===== src/rtl/pae_pkg.sv =====
package pae_pkg;
  typedef enum logic [1:0] {
    PST_IDLE   = 2'd0,
    PST_ACTIVE = 2'd1,
    PST_CONFIG = 2'd2,
    PST_DETECT = 2'd3
  } pst_e;
endpackage


===== src/rtl/pae_sat_cnt.sv =====
// Saturating up-counter with synchronous clear; done when LIMIT reached.
module pae_sat_cnt #(
  parameter int unsigned LIMIT = 1024
) (
  input  logic clk,
  input  logic rst_n,
  input  logic clr,
  input  logic inc,
  output logic done
);
  localparam int unsigned W = $clog2(LIMIT + 1);
  localparam logic [W-1:0] TOP = W'(LIMIT);

  logic [W-1:0] cnt_q, cnt_d;
  logic         cnt_en;

  assign cnt_en = clr | (inc & (cnt_q != TOP));

  always_comb begin
    cnt_d = cnt_q;
    if (clr) cnt_d = '0;
    else     cnt_d = cnt_q + 1'b1;
  end

  always_ff @(posedge clk or negedge rst_n) begin
    if (!rst_n)      cnt_q <= '0;
    else if (cnt_en) cnt_q <= cnt_d;
  end

  assign done = (cnt_q == TOP);
endmodule


===== src/rtl/pae_lane_run.sv =====
// Per-lane qualification of received training sets and run tracking.
module pae_lane_run #(
  parameter int unsigned RUN_MIN = 8
) (
  input  logic clk,
  input  logic rst_n,
  input  logic clr,
  input  logic en,
  input  logic valid,
  input  logic is_ts2,
  input  logic link_pad,
  input  logic lane_pad,
  input  logic compl_rx,
  input  logic loopbk,
  output logic run_ok,
  output logic ts1_seen
);
  logic pad_ok, qual, take, bad;

  assign pad_ok   = link_pad & lane_pad;
  assign qual     = pad_ok & (is_ts2 | ~compl_rx | loopbk);
  assign take     = en & valid;
  assign bad      = take & ~qual;
  assign ts1_seen = take & ~is_ts2;

  pae_sat_cnt #(.LIMIT(RUN_MIN)) u_run (
    .clk  (clk),
    .rst_n(rst_n),
    .clr  (clr | bad),
    .inc  (take & qual),
    .done (run_ok)
  );
endmodule


===== src/rtl/poll_exit_eval.sv =====
module poll_exit_eval
  import pae_pkg::*;
#(
  parameter int unsigned NLANE   = 4,
  parameter int unsigned TX_MIN  = 1024,
  parameter int unsigned RUN_MIN = 8,
  parameter int unsigned TMO_MS  = 24,
  parameter int unsigned RATE_W  = 5,
  parameter logic [RATE_W-1:0] RATE_SUPPORT = 5'b00111
) (
  input  logic              clk,
  input  logic              rst_n,
  input  logic              start,
  input  logic [NLANE-1:0]  lane_mask,
  input  logic              ts1_sent,
  input  logic              ms_tick,
  input  logic [NLANE-1:0]  rx_valid,
  input  logic [NLANE-1:0]  rx_ts2,
  input  logic [NLANE-1:0]  rx_link_pad,
  input  logic [NLANE-1:0]  rx_lane_pad,
  input  logic [NLANE-1:0]  rx_compl_rx,
  input  logic [NLANE-1:0]  rx_loopbk,
  output logic              advance,
  output logic              timeout_fail,
  output logic [1:0]        state,
  output logic              tx_pad_fields,
  output logic [RATE_W-1:0] tx_rate_adv
);
  pst_e state_q, state_d;
  logic run_en;
  logic [NLANE-1:0] lane_ok, lane_ts1;
  logic seen_q, seen_d, seen_now;
  logic tx_done, post_done, tmo_done;
  logic all_ok, any_ok, go_normal, go_fb, go_exit;

  assign run_en = (state_q == PST_ACTIVE) & ~start;

  for (genvar g = 0; g < NLANE; g++) begin : g_lane
    pae_lane_run #(.RUN_MIN(RUN_MIN)) u_lane (
      .clk     (clk),
      .rst_n   (rst_n),
      .clr     (start),
      .en      (run_en & lane_mask[g]),
      .valid   (rx_valid[g]),
      .is_ts2  (rx_ts2[g]),
      .link_pad(rx_link_pad[g]),
      .lane_pad(rx_lane_pad[g]),
      .compl_rx(rx_compl_rx[g]),
      .loopbk  (rx_loopbk[g]),
      .run_ok  (lane_ok[g]),
      .ts1_seen(lane_ts1[g])
    );
  end

  assign seen_now = |lane_ts1;

  always_comb begin
    seen_d = seen_q;
    if (start)         seen_d = 1'b0;
    else if (seen_now) seen_d = 1'b1;
  end

  always_ff @(posedge clk or negedge rst_n) begin
    if (!rst_n) seen_q <= 1'b0;
    else        seen_q <= seen_d;
  end

  pae_sat_cnt #(.LIMIT(TX_MIN)) u_tx_cnt (
    .clk(clk), .rst_n(rst_n), .clr(start),
    .inc(run_en & ts1_sent), .done(tx_done)
  );

  pae_sat_cnt #(.LIMIT(TX_MIN)) u_post_cnt (
    .clk(clk), .rst_n(rst_n), .clr(start),
    .inc(run_en & ts1_sent & (seen_q | seen_now)), .done(post_done)
  );

  pae_sat_cnt #(.LIMIT(TMO_MS)) u_ms_timer (
    .clk(clk), .rst_n(rst_n), .clr(start),
    .inc(run_en & ms_tick), .done(tmo_done)
  );

  assign all_ok    = (|lane_mask) & (&(lane_ok | ~lane_mask));
  assign any_ok    = |(lane_ok & lane_mask);
  assign go_normal = tx_done & all_ok;
  assign go_fb     = tmo_done & post_done & any_ok;
  assign go_exit   = go_normal | go_fb;

  always_comb begin
    state_d = state_q;
    unique case (state_q)
      PST_ACTIVE: begin
        if (start)         state_d = PST_ACTIVE;
        else if (go_exit)  state_d = PST_CONFIG;
        else if (tmo_done) state_d = PST_DETECT;
      end
      default: if (start) state_d = PST_ACTIVE;
    endcase
  end

  always_ff @(posedge clk or negedge rst_n) begin
    if (!rst_n) state_q <= PST_IDLE;
    else        state_q <= state_d;
  end

  assign advance       = run_en & go_exit;
  assign timeout_fail  = run_en & tmo_done & ~go_exit;
  assign state         = state_q;
  assign tx_pad_fields = (state_q == PST_ACTIVE);
  assign tx_rate_adv   = RATE_SUPPORT;
endmodule


===== config.mk =====
export PLATFORM = sky130hd
export DESIGN_NAME = poll_exit_eval
export DESIGN_NICKNAME = d
export VERILOG_FILES = /design/src/rtl/pae_pkg.sv /design/src/rtl/pae_sat_cnt.sv /design/src/rtl/pae_lane_run.sv /design/src/rtl/poll_exit_eval.sv
export SDC_FILE = /design/constraint.sdc
export NUM_CORES = 1
export LEC_CHECK = 0
export ABC_AREA = 0
export BUFFER_PORTS_ARGS = -buffer_cell sky130_fd_sc_hd__buf_2
export CAP_MARGIN = 20
export CORE_UTILIZATION = 34
export DETAILED_ROUTE_END_ITERATION = 7
export PLACE_DENSITY = 0.52
export SLEW_MARGIN = 20
export SYNTH_ARGS = -nofsm -noshare
export SYNTH_HDL_FRONTEND = slang
export SYNTH_SLANG_ARGS = --single-unit

===== constraint.sdc =====
create_clock -name clk -period 2.6 [get_ports clk]
set_input_delay 0 -clock clk [delete_from_list [all_inputs] [get_ports clk]]
set_output_delay 0 -clock clk [all_outputs]
set_load 0.03 [all_outputs]

=== Yosys cells after proc, flatten, opt, wreduce, memory -nomap -nowiden ===
Cells that the tools add are included.
Widths: inputs -> output; s select.

* Word-level logic and storage cells: 137
* Bits in registers: 46
* Input port bits: 33
* Output and inout port bits: 10

* Reduce and logical (&&, ||, !) cells: 8
* Eq/ne operators: 15
* Multiplexer cells: 14
* $add $sub $neg: 7
* Bitwise operators: 84

{| class="wikitable"
|+ Operators by type and width
! cell !! number
|-
| $and 1x1->1 || 46
|-
| $add 11x1->11 const B || 2
|-
| $eq 11x11->1 const B || 2
|-
| $mux 11 || 2
|-
| $ne 11x11->1 const B || 2
|-
| $or 1x1->1 || 21
|-
| $add 4x1->4 const B || 4
|-
| $eq 4x4->1 const B || 4
|-
| $mux 4 || 4
|-
| $ne 4x4->1 const B || 4
|-
| $not 1->1 || 14
|-
| $reduce_or 4->1 || 3
|-
| $mux 2 || 5
|-
| $add 5x1->5 const B || 1
|-
| $eq 5x5->1 const B || 1
|-
| $mux 5 || 1
|-
| $ne 5x5->1 const B || 1
|-
| $and 4x4->4 || 1
|-
| $not 4->4 || 1
|-
| $or 4x4->4 || 1
|-
| $reduce_and 4->1 || 1
|-
| $reduce_bool 2->1 || 2
|-
| $reduce_bool 3->1 || 1
|-
| $eq 2x1->1 const B || 1
|-
| other kinds (2) || 3
|}

=== Depth between registers and ports, before layout ===
Gate-level depths: netlist (run 1).

* Depth after elaboration: 10
* Mapped depth: 8
* Gate-level depth less buffers: 7

=== Hierarchy ===
A second synthesis (run 1) with hierarchy kept.

* Cells, all modules: 330
* Area, all modules: 3025.4 sq um

{| class="wikitable"
|+ By module, submodules not included
! module !! cells each !! area each (sq um) !! times used !! sequential area each (sq um)
|-
| pae_sat_cnt at u_post_cnt ... || 64 || 621.8 || 2 || 275.3
|-
| pae_sat_cnt at g_lane[0].u_lane.u_run ... || 24 || 232.7 || 4 || 100.1
|-
| poll_exit_eval || 47 || 337.8 || 1 || 75.1
|-
| pae_sat_cnt at u_ms_timer || 27 || 282.8 || 1 || 125.1
|-
| pae_lane_run || 8 || 57.6 || 4 || 0.0
|}

=== Least setup slack after synthesis (run 1) ===
No wires, ideal clock.

* Kind: reg2reg
* Start: register state_q[0] (netlist: state[0])
* End: register u_post_cnt.cnt_q[5]
* Setup time: 78 ps
* Arrival: 2111 ps
* Cell stages (with the launch flop): 7
* Buffers on the path: 1
* Data required time: 2522 ps
* Path slack: 411 ps
* Period minus slack after synthesis: 2189 ps
* Path through: dfrtp_1 or3b_1 buf_6 o31ai_4 o211ai_4 or4_1 a21oi_1

* Word-level cells in the longest chain between the ends: 10
* Elaborated cells between the ends (all ways): 20
* Classes of those cells: eq/ne: 1; bitwise: 18; reduce/logical: 1

{| class="wikitable"
|+ Ends and longest elaborated chain
! item !! line !! text
|-
| start: declaration || poll_exit_eval.sv:29 || <nowiki>pst_e state_q, state_d;</nowiki>
|-
| start signal: assignment || poll_exit_eval.sv:103 || <nowiki>else state_q <= state_d;</nowiki>
|-
| $eq 2x1->1 (*) || poll_exit_eval.sv:36 || <nowiki>assign run_en = (state_q == PST_ACTIVE) & ~start;</nowiki>
|-
| $and 1x1->1 (*) || poll_exit_eval.sv:36 ||
|-
| $and 1x1->1 || poll_exit_eval.sv:43 || <nowiki>.en (run_en & lane_mask[g]),</nowiki>
|-
| $and 1x1->1 || pae_lane_run.sv:22 || <nowiki>assign take = en & valid;</nowiki>
|-
| $and 1x1->1 || pae_lane_run.sv:24 || <nowiki>assign ts1_seen = take & ~is_ts2;</nowiki>
|-
| $reduce_or 4->1 || poll_exit_eval.sv:55 || <nowiki>assign seen_now = |lane_ts1;</nowiki>
|-
| $or 1x1->1 || poll_exit_eval.sv:75 || <nowiki>.inc(run_en & ts1_sent & (seen_q | seen_now)), .done(post_done)</nowiki>
|-
| $and 1x1->1 (*) || poll_exit_eval.sv:75 ||
|-
| $and 1x1->1 (*) || pae_sat_cnt.sv:17 || <nowiki>assign cnt_en = clr | (inc & (cnt_q != TOP));</nowiki>
|-
| $or 1x1->1 (*) || pae_sat_cnt.sv:17 ||
|-
| end signal: assignment || pae_sat_cnt.sv:27 || <nowiki>else if (cnt_en) cnt_q <= cnt_d;</nowiki>
|-
| end: declaration || pae_sat_cnt.sv:14 || <nowiki>logic [W-1:0] cnt_q, cnt_d;</nowiki>
|}

Mark *: on every way between the ends. The rest lies on a longest branch, timed or not.
A chain may end at the register's enable or synchronous reset.

=== Worst setup path in the final report (run 1) ===
* Start: register u_tx_cnt.cnt_q[0]
* End: output port advance

* Word-level cells in the longest chain between the ends: 4

{| class="wikitable"
|+ Ends and longest elaborated chain
! item !! line !! text
|-
| start: declaration || pae_sat_cnt.sv:14 ||
|-
| start signal: assignment || pae_sat_cnt.sv:27 ||
|-
| $eq 11x11->1 || pae_sat_cnt.sv:30 || <nowiki>assign done = (cnt_q == TOP);</nowiki>
|-
| $and 1x1->1 || poll_exit_eval.sv:85 || <nowiki>assign go_normal = tx_done & all_ok;</nowiki>
|-
| $or 1x1->1 || poll_exit_eval.sv:87 || <nowiki>assign go_exit = go_normal | go_fb;</nowiki>
|-
| $and 1x1->1 || poll_exit_eval.sv:106 || <nowiki>assign advance = run_en & go_exit;</nowiki>
|-
| end: declaration || poll_exit_eval.sv:23 || <nowiki>output logic advance,</nowiki>
|}

No other way between the ends.

==> results of run 1 <==
-- power by group through the flow --
stage	logic [W]	clock network (W)	registers (W)
6_report	0.000157	0.000419	0.000735
3_5_place_dp	0.000158	0	0.000750
5_1_grt	0.000178	0.000456	0.000737
2_1_floorplan	0.0000956	0	0.000747
3_3_place_gp	0.000157	0	0.000749
4_1_cts	0.000160	0.000431	0.000735
-- worst reg2reg max path: cells and delay by family, from the launching register on --
kind	cells	cell delay, ns
DFF	1	0.43
and+or+nand+nor	2	0.96
AOI/OAI and AO/OA	3	0.77
-- flip-flops by register name, summed over array words and instances, names as in the netlist --
register                   count
seen_q                         1
u_post_cnt.cnt_q              11
g_lane.u_lane.u_run.cnt_q     16
state                          2
u_tx_cnt.cnt_q                11
u_ms_timer.cnt_q               5
-- per-layer routing --
layer	track usage [%]	vias up	wire, um
li1	-	1146	-
met1	21.1	1113	2980
met2	25.6	57	2770
met3	2.55	5	254
met4	4.23	0	68
met5	0	-	0
-- cells in the final DEF (no fill, tap or decap), types with 8 or more instances in the layout --
master	n
dfrtp_1	46
nor2_1	44
buf_2	36
nand2_1	21
xor2_1	21
inv_1	19
ha_1	14
nand3_1	13
nand4_1	11
a21oi_1	11
and3_1	8
-- cells by family after synthesis --
group                      count (synthesis)  share of synthesized area (%)
and+or+nand+nor                          134                           25.2
DFF                                       46                           41.2
AOI/OAI and AO/OA                         44                           11.6
buffers and inverters                     32                           5.23
xor gates and xnor gates                  28                           8.77
adders and majority gates                 14                           6.26
muxes                                      4                           1.43
other                                      2                          0.269
-- what timing repair did --
action / CTS / global route
gates resized for setup: 0 / 0
setup endpoints to repair: 0 / 0
hold buffers: 1 / 0
hold endpoints to repair: 46 / 0
-- worst paths after layout --
path,endpoint,slack [ns]
max,advance,0.26
min in group asynchronous,u_tx_cnt.cnt_q[7],0.26
max reg2reg,u_post_cnt.cnt_q[6],0.38
max in group asynchronous,g_lane[2].u_lane.u_run.cnt_q[1],1.95
min reg2reg,u_ms_timer.cnt_q[0],0.54
min,state[1],0.1
-- stage by stage --
stage               utilization [%]  power (W)  cells  setup WS [ns]  hold slack (ns)
floorplan                         -   0.000843    307          0.411           -0.296
global placement               39.3   0.000906    439          0.462            0.261
detailed placement             39.3   0.000908    439          0.376            0.259
CTS                            40.4    0.00133    447          0.226           0.0871
global route                   40.5    0.00137    447         0.0154            0.129
finish                         40.5    0.00131    447          0.263           0.0981
-- final cells by class --
type                            instances  share of cell area (%)
Inverter                               20                    2.36
Sequential cell                        46                    36.2
Timing Repair Buffer                   43                    7.41
Tap cell                              102                    4.02
Multi-Input combinational cell        229                    47.6
Clock buffer                            7                    2.40
==> key figures, run 1 <==
Status
  • Run status: complete, no violations

Layout
  • Area of the multi-input gates: between 0.0015 and 0.002 mm^2
  • FILL cells: ~830
  • Layout cells sized above 1: between 10 and 15%
  • Finished Cell Area: 0.00318 mm^2
  • # diodes: 0
  • FF+latch area: 0.00115 mm^2
  • Nets: 392
  • Area grow syn2layout: 13.6%

Drt
  • WL final: between 6 and 7 mm
  • Initial DRC count: 73
  • Residual DRC: 0
  • Initial DRT Pass Iterations: 4
  • Via count: 2321
  • DR WL/cell: 13.6 um
  • Antenna Nets Post-Route: 0
  • Avg Vias per Cell: roughly 5.2

Floorplanning
  • Initial Util: 35.6%
  • Die Y: slightly above 90 um
  • IO Pins: 43
  • Chip width: 92.7 um
  • Core Region: 0.00785 mm^2
  • Num rows: 32
  • Die footprint: between 0.008 and 0.009 mm^2

Logic synthesis
  • Synth top cells by count: dfrtp_1 (46), nor2_1 (44), nand2_1 (21), xor2_1 (21), inv_1 (19)
  • Syn avg cell area: 9.20 um^2
  • Gate Count Post-Synth: 304
  • Most common cell in the netlist: dfrtp_1
  • Yosys Warn Count: 0
  • Number of synthesized register bits: 46
  • Cell Area, Synth: 0.00280 mm^2
  • Synth async-reset ratio: 100%
  • Register area share after synthesis: about two fifths
  • Synth unique cells: 45
  • Cell taking the most area after synthesis: dfrtp_1
  • Post-synth top area share: between 40 and 50%
  • Top FF cell, synth: dfrtp_1
  • EDFF count, synth: 0
  • Synth area leaders: dfrtp_1 (41%), xor2_1 (6.6%), ha_1 (6.3%)

Setup path
  • Length in cells of the worst reg-to-reg path: 5
  • Crit-path max FO: 4
  • Worst setup SP type: flop
  • Buf+Inv Stages, Crit Path: 2
  • Crit path largest cell delay: around 0.42 ns
  • Reg2reg start: state[0]
  • CP cell instances: inv_1 -> ha_1 -> nor4b_1 -> nand3_1 -> o32a_1 -> nor3_1 -> buf_2
  • CP delay by family, top: simple AND/OR/NAND/NOR gates
  • Crit path DAT: 2.34 ns
  • CP Depth: 7
  • CP Data Required Time: ~2.6 ns
  • Slowest CP cell: dfrtp_1
  • Crit end category: output pin
  • Crit Path Category: flop to output pin
  • Critical Path Source: u_tx_cnt.cnt_q[0]

Placement
  • Final RePlAce weighted congestion: 0.774
  • Post-DP HPWL: 4.55 mm
  • IO Port Bufs: 37
  • Dpl cell area: 0.00309 mm^2

CTS
  • Worst-Skew Late Latency: 0.29 ns
  • CTS Buf Count: 5
  • Clock root buffer: clkbuf_8
  • Clk buf depth: 2
  • CTS H-Tree Depth: 2
  • CTS tree: done
  • CTS Sinks: 46
  • Post CTS Setup Buffer Count: 0
  • CTS clk-pin slew, worst paths: 0.08 ns

Timing
  • Clock skew: 0.0112 ns
  • TNS Setup: 0 ns
  • Fmax achieved: 0.428 GHz
  • RSZ-0062 raised after global routing: false
  • Worst Max-Slew Pin Slew: 0.771 ns
  • Max-Slew Margin vs Limit: roughly 48%
  • Final Cycle Share: 89.9%
  • Count of final setup violators: 0
  • Final Hold Fails: 0
  • Final min period: 2.34 ns
  • Max-slew violations: 0

Hold path
  • WHS Path Cells: 4
  • Worst hold path startpoint: lane_mask[3]
  • HP Class: input port to flop

Pwr
  • Switching share of power: 26.2%
  • Peak VDD IR: roughly 200 uV
  • Switch Pwr: 0.000343 W
  • Int Power: between 0.0009 and 0.001 W
  • Leakage power: 1.42 nW
  • Sequential power share: 56.1%
  • Part of the power in combinational logic: 12.0%
  • Pwr/cell area: 413 mW/mm^2
  • Clock network fraction of design power: 32.0%

GRT
  • First-pass GRT wire length: 10.6 mm
  • Largest net degree at the start of global routing: 47
  • Vias in the first global route: 2199
  • Gr usage total: 15.6%
  • Gr ovfl total: 0
  • Initial antenna violation count: 0

Run
  • Max cap viols: 0
Power figures use the tool's default switching activity.
==> run 2, diff against run 1 <==
Settings changed: REMOVE_ABC_BUFFERS from default to 1.
==> key figures, run 2 (synthesized netlist as in run 1, its figures left out) <==
Hold path
  • WHS Path Cells: 4 (unchanged)
  • Worst hold path startpoint: rx_compl_rx[3] (was lane_mask[3])
  • HP Class: input port to flop (unchanged)
  • Hold EP: g_lane[3].u_lane.u_run.cnt_q[1] (was state[1])

Timing
  • Setup ws final: 0.277 ns (was 0.263 ns)
  • Worst Max-Slew Pin Slew: 0.821 ns (was 0.771 ns)
  • Final Hold Fails: 0 (unchanged)
  • Max-Slew Margin vs Limit: 44.6% (was 48.0%)
  • Clock skew: 0.00589 ns (was 0.0112 ns)
  • TNS Setup: 0 ns (unchanged)
  • Count of final setup violators: 0 (unchanged)
  • Max-slew violations: 0 (unchanged)
  • Final Cycle Share: 89.4% (was 89.9%)
  • RSZ-0062 raised after global routing: false (unchanged)
  • Fmax achieved: 0.430 GHz (was 0.428 GHz)
  • Final min period: 2.32 ns (was 2.34 ns)

Layout
  • Largest Register: g_lane.u_lane.u_run.cnt_q (unchanged)
  • Final core utilization: 40.9% (was 40.5%)
  • Biggest regs: g_lane.u_lane.u_run.cnt_q: 16 flops, u_post_cnt.cnt_q: 11 flops, u_tx_cnt.cnt_q: 11 flops (unchanged)
  • FILL cells: 807 (was 828)
  • Commonest non-fill, non-tap cell in the layout: dfrtp_1 (unchanged)
  • Finished Cell Area: 0.00321 mm^2 (was 0.00318 mm^2)
  • Area grow syn2layout: 14.9% (was 13.6%)
  • Area of the multi-input gates: 0.00152 mm^2 (was 0.00151 mm^2)
  • FF+latch area: 0.00115 mm^2 (unchanged)
  • Layout cells sized above 1: 15.7% (was 14.5%)
  • Max FFs per register: 16 (unchanged)
  • Commonest cells after routing, fill and taps aside: dfrtp_1 (46), nor2_1 (44), buf_2 (36), nand2_1 (21), xor2_1 (21) (unchanged)
  • Nets: 391 (was 392)
  • # diodes: 0 (unchanged)

Setup path
  • CP cell instances: nor4b_1 -> nand3_1 -> o32a_1 -> nor3_1 -> buf_2 (was inv_1 -> ha_1 -> nor4b_1 -> nand3_1 -> o32a_1 -> nor3_1 -> buf_2)
  • Crit-path max FO: 7 (was 4)
  • Length in cells of the worst reg-to-reg path: 5 (unchanged)
  • Crit path largest cell delay: 0.50 ns (was 0.42 ns)
  • Crit path DAT: 2.32 ns (was 2.34 ns)
  • Crit end category: output pin (unchanged)
  • CP Data Required Time: 2.60 ns (about the same)
  • Worst r2r dst: u_post_cnt.cnt_q[5] (was u_post_cnt.cnt_q[6])
  • Slowest CP cell: nor4b_1 (was dfrtp_1)
  • Worst setup SP type: flop (unchanged)
  • FF-to-FF setup slack: 0.34 ns (was 0.38 ns)
  • Reg2reg start: state[0] (unchanged)
  • Crit Path Category: flop to output pin (unchanged)

GRT
  • First-pass GRT wire length: 10.5 mm (was 10.6 mm)
  • Gr usage total: 15.5% (was 15.6%)
  • Gr ovfl total: 0 (unchanged)
  • Initial antenna violation count: 0 (unchanged)
  • Largest net degree at the start of global routing: 47 (unchanged)
  • Vias in the first global route: 2184 (was 2199)

Placement
  • Dpl cell area: 0.00308 mm^2 (was 0.00309 mm^2)
  • Place WS: 0.359 ns (was 0.376 ns)
  • Post-DP HPWL: 4.44 mm (was 4.55 mm)
  • Final RePlAce weighted congestion: 0.808 (was 0.774)
  • IO Port Bufs: 37 (unchanged)

Floorplanning
  • Chip width: 92.7 um (unchanged)
  • Die footprint: 0.00859 mm^2 (unchanged)
  • Initial Util: 35.6% (unchanged)
  • Die Y: 92.7 um (unchanged)
  • IO Pins: 43 (unchanged)
  • Num rows: 32 (unchanged)
  • Core Region: 0.00785 mm^2 (unchanged)

Drt
  • Initial DRT Pass Iterations: 4 (unchanged)
  • Antenna Nets Post-Route: 0 (unchanged)
  • Avg Vias per Cell: 5.03 (was 5.19)
  • Initial DRC count: 95 (was 73)
  • WL final: 6.06 mm (was 6.07 mm)
  • DR WL/cell: 13.6 um (about the same)
  • Residual DRC: 0 (unchanged)
  • Via count: 2249 (was 2321)

CTS
  • Clock root buffer: clkbuf_8 (unchanged)
  • CTS Buf Count: 5 (unchanged)
  • CTS Sinks: 46 (unchanged)
  • CTS clk-pin slew, worst paths: 0.09 ns (was 0.08 ns)
  • CTS H-Tree Depth: 2 (unchanged)
  • Post CTS Setup Buffer Count: 0 (unchanged)
  • Worst-Skew Late Latency: 0.30 ns (was 0.29 ns)
  • CTS tree: done (unchanged)
  • Clk buf depth: 2 (unchanged)

Pwr
  • Peak VDD IR: 202 uV (was 197 uV)
  • Pwr/cell area: 444 mW/mm^2 (was 413 mW/mm^2)
  • Leakage power: 1.44 nW (was 1.42 nW)
  • Design Power: 0.00143 W (was 0.00131 W)

Run
  • Max cap viols: 0 (unchanged)

Status
  • Run status: complete, no violations (unchanged)
## run 2: worst max path at each step
stage | startpoint | end | slack [ns] | cells past startpoint
6_report | u_tx_cnt.cnt_q[2] | advance | 0.28 | 5
5_1_grt | u_tx_cnt.cnt_q[2] | advance | 0.10 | 5
4_1_cts | u_tx_cnt.cnt_q[0] | advance | 0.16 | 7
3_5_place_dp | state[0] | u_post_cnt.cnt_q[5] | 0.36 | 5
3_3_place_gp | state[0] | u_post_cnt.cnt_q[6] | 0.43 | 5
2_1_floorplan | state[1] | u_post_cnt.cnt_q[5] | 0.36 | 5
## run 2: where the power goes
part,internal [W],switching (W),total [W]
clock network,0.000283,0.000251,0.000534
logic,0.0000567,0.000100,0.000157
registers,0.000725,0.0000102,0.000735
total,0.00106,0.000361,0.00143
## run 2: cell type report
class | instances | share of cell area, %
clock buffer | 5 | 2.14
sequential | 46 | 35.8
tap | 102 | 3.97
timing repair buffer | 42 | 7.09
multi-input combinational | 229 | 47.4
clock inverter | 3 | 1.25
inverter | 20 | 2.34
## run 2: what timing repair did
item                                    CTS  global route
hold buffers                              1             0
endpoints found under the setup margin    0             2
resized for setup                         0             2
hold endpoints to repair                 46             0
## run 2: per-stage QoR
stage / hold slack (ns) / std cells
after detailed placement: 0.253 / 438
final: 0.0684 / 447
after floorplan: -0.296 / 295
after CTS: 0.0639 / 447
after global placement: 0.261 / 438
after global routing: 0.102 / 447
## run 2: worst max-delay path, delay by kind of cell, from the launching register on
family / cells / cell delay (ns)
buf+inv: 1 / 0.26
compound gates: 1 / 0.40
simple gates: 3 / 0.90
flops: 1 / 0.47
## run 2: routing by layer
layer | global-route usage (%) | share of wire (%) | up-vias
met3 | 2.63 | 4.7 | 4
met2 | 24.7 | 45 | 57
met1 | 21.3 | 50 | 1043
li1 | - | - | 1145
met4 | 5.00 | 0.78 | 0
met5 | 0 | 0 | -
==> run 3, diff against run 2 <==
Settings changed: SETUP_SLACK_MARGIN from default to 0.3.
==> key figures, run 3 (synthesized netlist as in run 1, its figures left out) <==
Status
  • Run status: complete, no violations (unchanged)

Timing
  • Fmax achieved: 0.458 GHz (was 0.430 GHz)
  • Final Hold Fails: 0 (unchanged)
  • RSZ-0062 raised after global routing: true (was false)
  • Final Cycle Share: 83.9% (was 89.4%)
  • Worst Max-Slew Pin Slew: 0.797 ns (was 0.821 ns)
  • Count of final setup violators: 0 (unchanged)
  • Max-slew violations: 0 (unchanged)
  • TNS Setup: 0 ns (unchanged)
  • Clock skew: 0.00563 ns (was 0.00589 ns)
  • Final min period: 2.18 ns (was 2.32 ns)
  • Max-Slew Margin vs Limit: 46.2% (was 44.6%)

Layout
  • Max FFs per register: 16 (unchanged)
  • Commonest cells after routing, fill and taps aside: dfrtp_1 (46), nor2_1 (44), buf_2 (36), nand2_1 (21), xor2_1 (21) (unchanged)
  • Nets: 394 (was 391)
  • Largest Register: g_lane.u_lane.u_run.cnt_q (unchanged)
  • Biggest regs: g_lane.u_lane.u_run.cnt_q: 16 flops, u_post_cnt.cnt_q: 11 flops, u_tx_cnt.cnt_q: 11 flops (unchanged)
  • Finished Cell Area: 0.00326 mm^2 (was 0.00321 mm^2)
  • # diodes: 0 (unchanged)
  • Commonest non-fill, non-tap cell in the layout: dfrtp_1 (unchanged)
  • Area grow syn2layout: 16.6% (was 14.9%)
  • Final core utilization: 41.5% (was 40.9%)
  • Layout cells sized above 1: 17.5% (was 15.7%)

Drt
  • Initial DRT Pass Iterations: 4 (unchanged)
  • DR WL/cell: 13.7 um (was 13.6 um)
  • Met3 routed WL: 220 um (was 282 um)
  • Avg Vias per Cell: 5.05 (was 5.03)
  • Via count: 2273 (was 2249)
  • Metal2 WL: 2.79 mm (was 2.73 mm)
  • Antenna Nets Post-Route: 0 (unchanged)
  • Met1 Wirelength: 3.09 mm (was 3.00 mm)
  • Initial DRC count: 111 (was 95)
  • Max Used Layer: met4 (unchanged)
  • WL final: 6.18 mm (was 6.06 mm)
  • Residual DRC: 0 (unchanged)

Setup path
  • Crit Path Category: flop to flop (was flop to output pin)
  • Crit-path max FO: 10 (was 7)
  • CP Data Required Time: 2.83 ns (was 2.60 ns)
  • Buf+Inv Stages, Crit Path: 0 (was 1)
  • CP cell instances: or3b_1 -> o31ai_4 -> o211ai_4 -> or4_1 -> a21oi_1 (was nor4b_1 -> nand3_1 -> o32a_1 -> nor3_1 -> buf_2)
  • Crit path DAT: 2.41 ns (was 2.32 ns)
  • Crit path largest cell delay: 0.58 ns (was 0.50 ns)
  • CP delay by family, top: simple AND/OR/NAND/NOR gates (unchanged)
  • Slowest CP cell: or3b_1 (was nor4b_1)
  • Critical Path Source: state[0] (was u_tx_cnt.cnt_q[2])
  • Reg2reg start: state[0] (unchanged)
  • Worst setup SP type: flop (unchanged)
  • Crit end category: flop (was output pin)

Pwr
  • Design Power: 0.00143 W (about the same)
  • Switch Pwr: 0.000364 W (was 0.000361 W)
  • Sequential power share: 51.4% (was 51.6%)
  • Part of the power in combinational logic: 11.2% (was 11.0%)
  • Int Power: 0.00107 W (was 0.00106 W)
  • Clock network fraction of design power: 37.4% (about the same)
  • Pwr/cell area: 439 mW/mm^2 (was 444 mW/mm^2)
  • Peak VDD IR: 202 uV (about the same)
  • Switching share of power: 25.4% (was 25.3%)
  • Leakage power: 1.46 nW (was 1.44 nW)

CTS
  • CTS clk-pin slew, worst paths: 0.09 ns (about the same)
  • Clk buf depth: 2 (unchanged)
  • CTS Buf Count: 5 (unchanged)
  • CTS H-Tree Depth: 2 (unchanged)
  • Worst-Skew Late Latency: 0.30 ns (about the same)
  • CTS Sinks: 46 (unchanged)
  • Clock root buffer: clkbuf_8 (unchanged)
  • CTS tree: done (unchanged)

Placement
  • Post-DP HPWL: 4.44 mm (unchanged)
  • Dpl cell area: 0.00308 mm^2 (unchanged)
  • Final RePlAce weighted congestion: 0.808 (unchanged)
  • IO Port Bufs: 37 (unchanged)

GRT
  • First-pass GRT wire length: 10.5 mm (about the same)
  • Largest net degree at the start of global routing: 47 (unchanged)
  • Vias in the first global route: 2185 (was 2184)
  • Gr usage total: 15.5% (unchanged)
  • Gr ovfl total: 0 (unchanged)
  • Initial antenna violation count: 0 (unchanged)

Floorplanning
  • Num rows: 32 (unchanged)
  • Die footprint: 0.00859 mm^2 (unchanged)
  • Core Region: 0.00785 mm^2 (unchanged)
  • Die Y: 92.7 um (unchanged)
  • Initial Util: 35.6% (unchanged)
  • Chip width: 92.7 um (unchanged)
  • IO Pins: 43 (unchanged)

Run
  • Max cap viols: 0 (unchanged)

Hold path
  • HP Class: input port to flop (unchanged)
  • Worst hold path startpoint: rx_compl_rx[3] (unchanged)
run 3: cell types whose count changed in the layout (fill, tap and decap cells not counted):
| cell | previous run | this run |
|---|---|---|
| nor3_1 | 7 | 6 |
| nor3_2 | 0 | 1 |
| buf_4 | 5 | 8 |
| nor4b_2 | 1 | 3 |
| nor4b_1 | 3 | 1 |
| nor4_1 | 3 | 2 |
| nor4_2 | 0 | 1 |
run 3: tightest hold or removal path: stages:
cell and delay, ns:
buf_2 0.07, a21oi_1 0.11, nand3_1 0.09, a21oi_1 0.06
run 3: power groups by stage:
stage	clock [W]	combinational, W	sequential (W)
after global routing	0.000577	0.000182	0.000738
after detailed placement	0	0.000157	0.000750
after global placement	0	0.000157	0.000749
after CTS	0.000554	0.000160	0.000736
after floorplan	0	0.0000820	0.000747
final	0.000535	0.000161	0.000735
run 3: per-stage QoR:
| step | hold WS [ns] | setup WS, ns | cells |
|---|---|---|---|
| 2_1_floorplan | -0.296 | 0.356 | 295 |
| 3_3_place_gp | 0.261 | 0.430 | 438 |
| 3_5_place_dp | 0.253 | 0.359 | 438 |
| 4_1_cts | 0.0639 | 0.265 | 447 |
| 5_1_grt | 0.102 | 0.288 | 450 |
| 6_report | 0.0685 | 0.418 | 450 |
run 3: final cells by class:
class | count | area (um^2)
Clock buffer | 5 | 68.8
Clock inverter | 3 | 40.0
Fill cell | 802 | 4590
Inverter | 20 | 75.1
Multi-Input combinational cell | 229 | 1550
Sequential cell | 46 | 1150
Tap cell | 102 | 128
Timing Repair Buffer | 45 | 250
run 3: final timing paths:
kind                                                   end  depth (start not counted)  slack (ns)
max                                    u_post_cnt.cnt_q[5]                          5        0.42
min                        g_lane[3].u_lane.u_run.cnt_q[1]                          4        0.07
max reg2reg                            u_post_cnt.cnt_q[5]                          5        0.42
min reg2reg                            u_ms_timer.cnt_q[0]                          1        0.54
max in group asynchronous  g_lane[0].u_lane.u_run.cnt_q[3]                          2        1.97
min in group asynchronous                u_tx_cnt.cnt_q[5]                          2        0.24
run 3: what timing repair did:
action / 4_1_cts / 5_1_grt
setup buffers: 0 / 3
gates resized for setup: 2 / 4
pin swaps: 0 / 1
endpoints found under the setup margin: 2 / 9
hold endpoints to repair: 46 / 0
hold buffers: 1 / 0
run 3: metal layers:
layer,vias up,track usage (%)
met1,1060,21.3
met5,-,0
met2,52,24.6
li1,1154,-
met4,0,5.13
met3,7,2.63
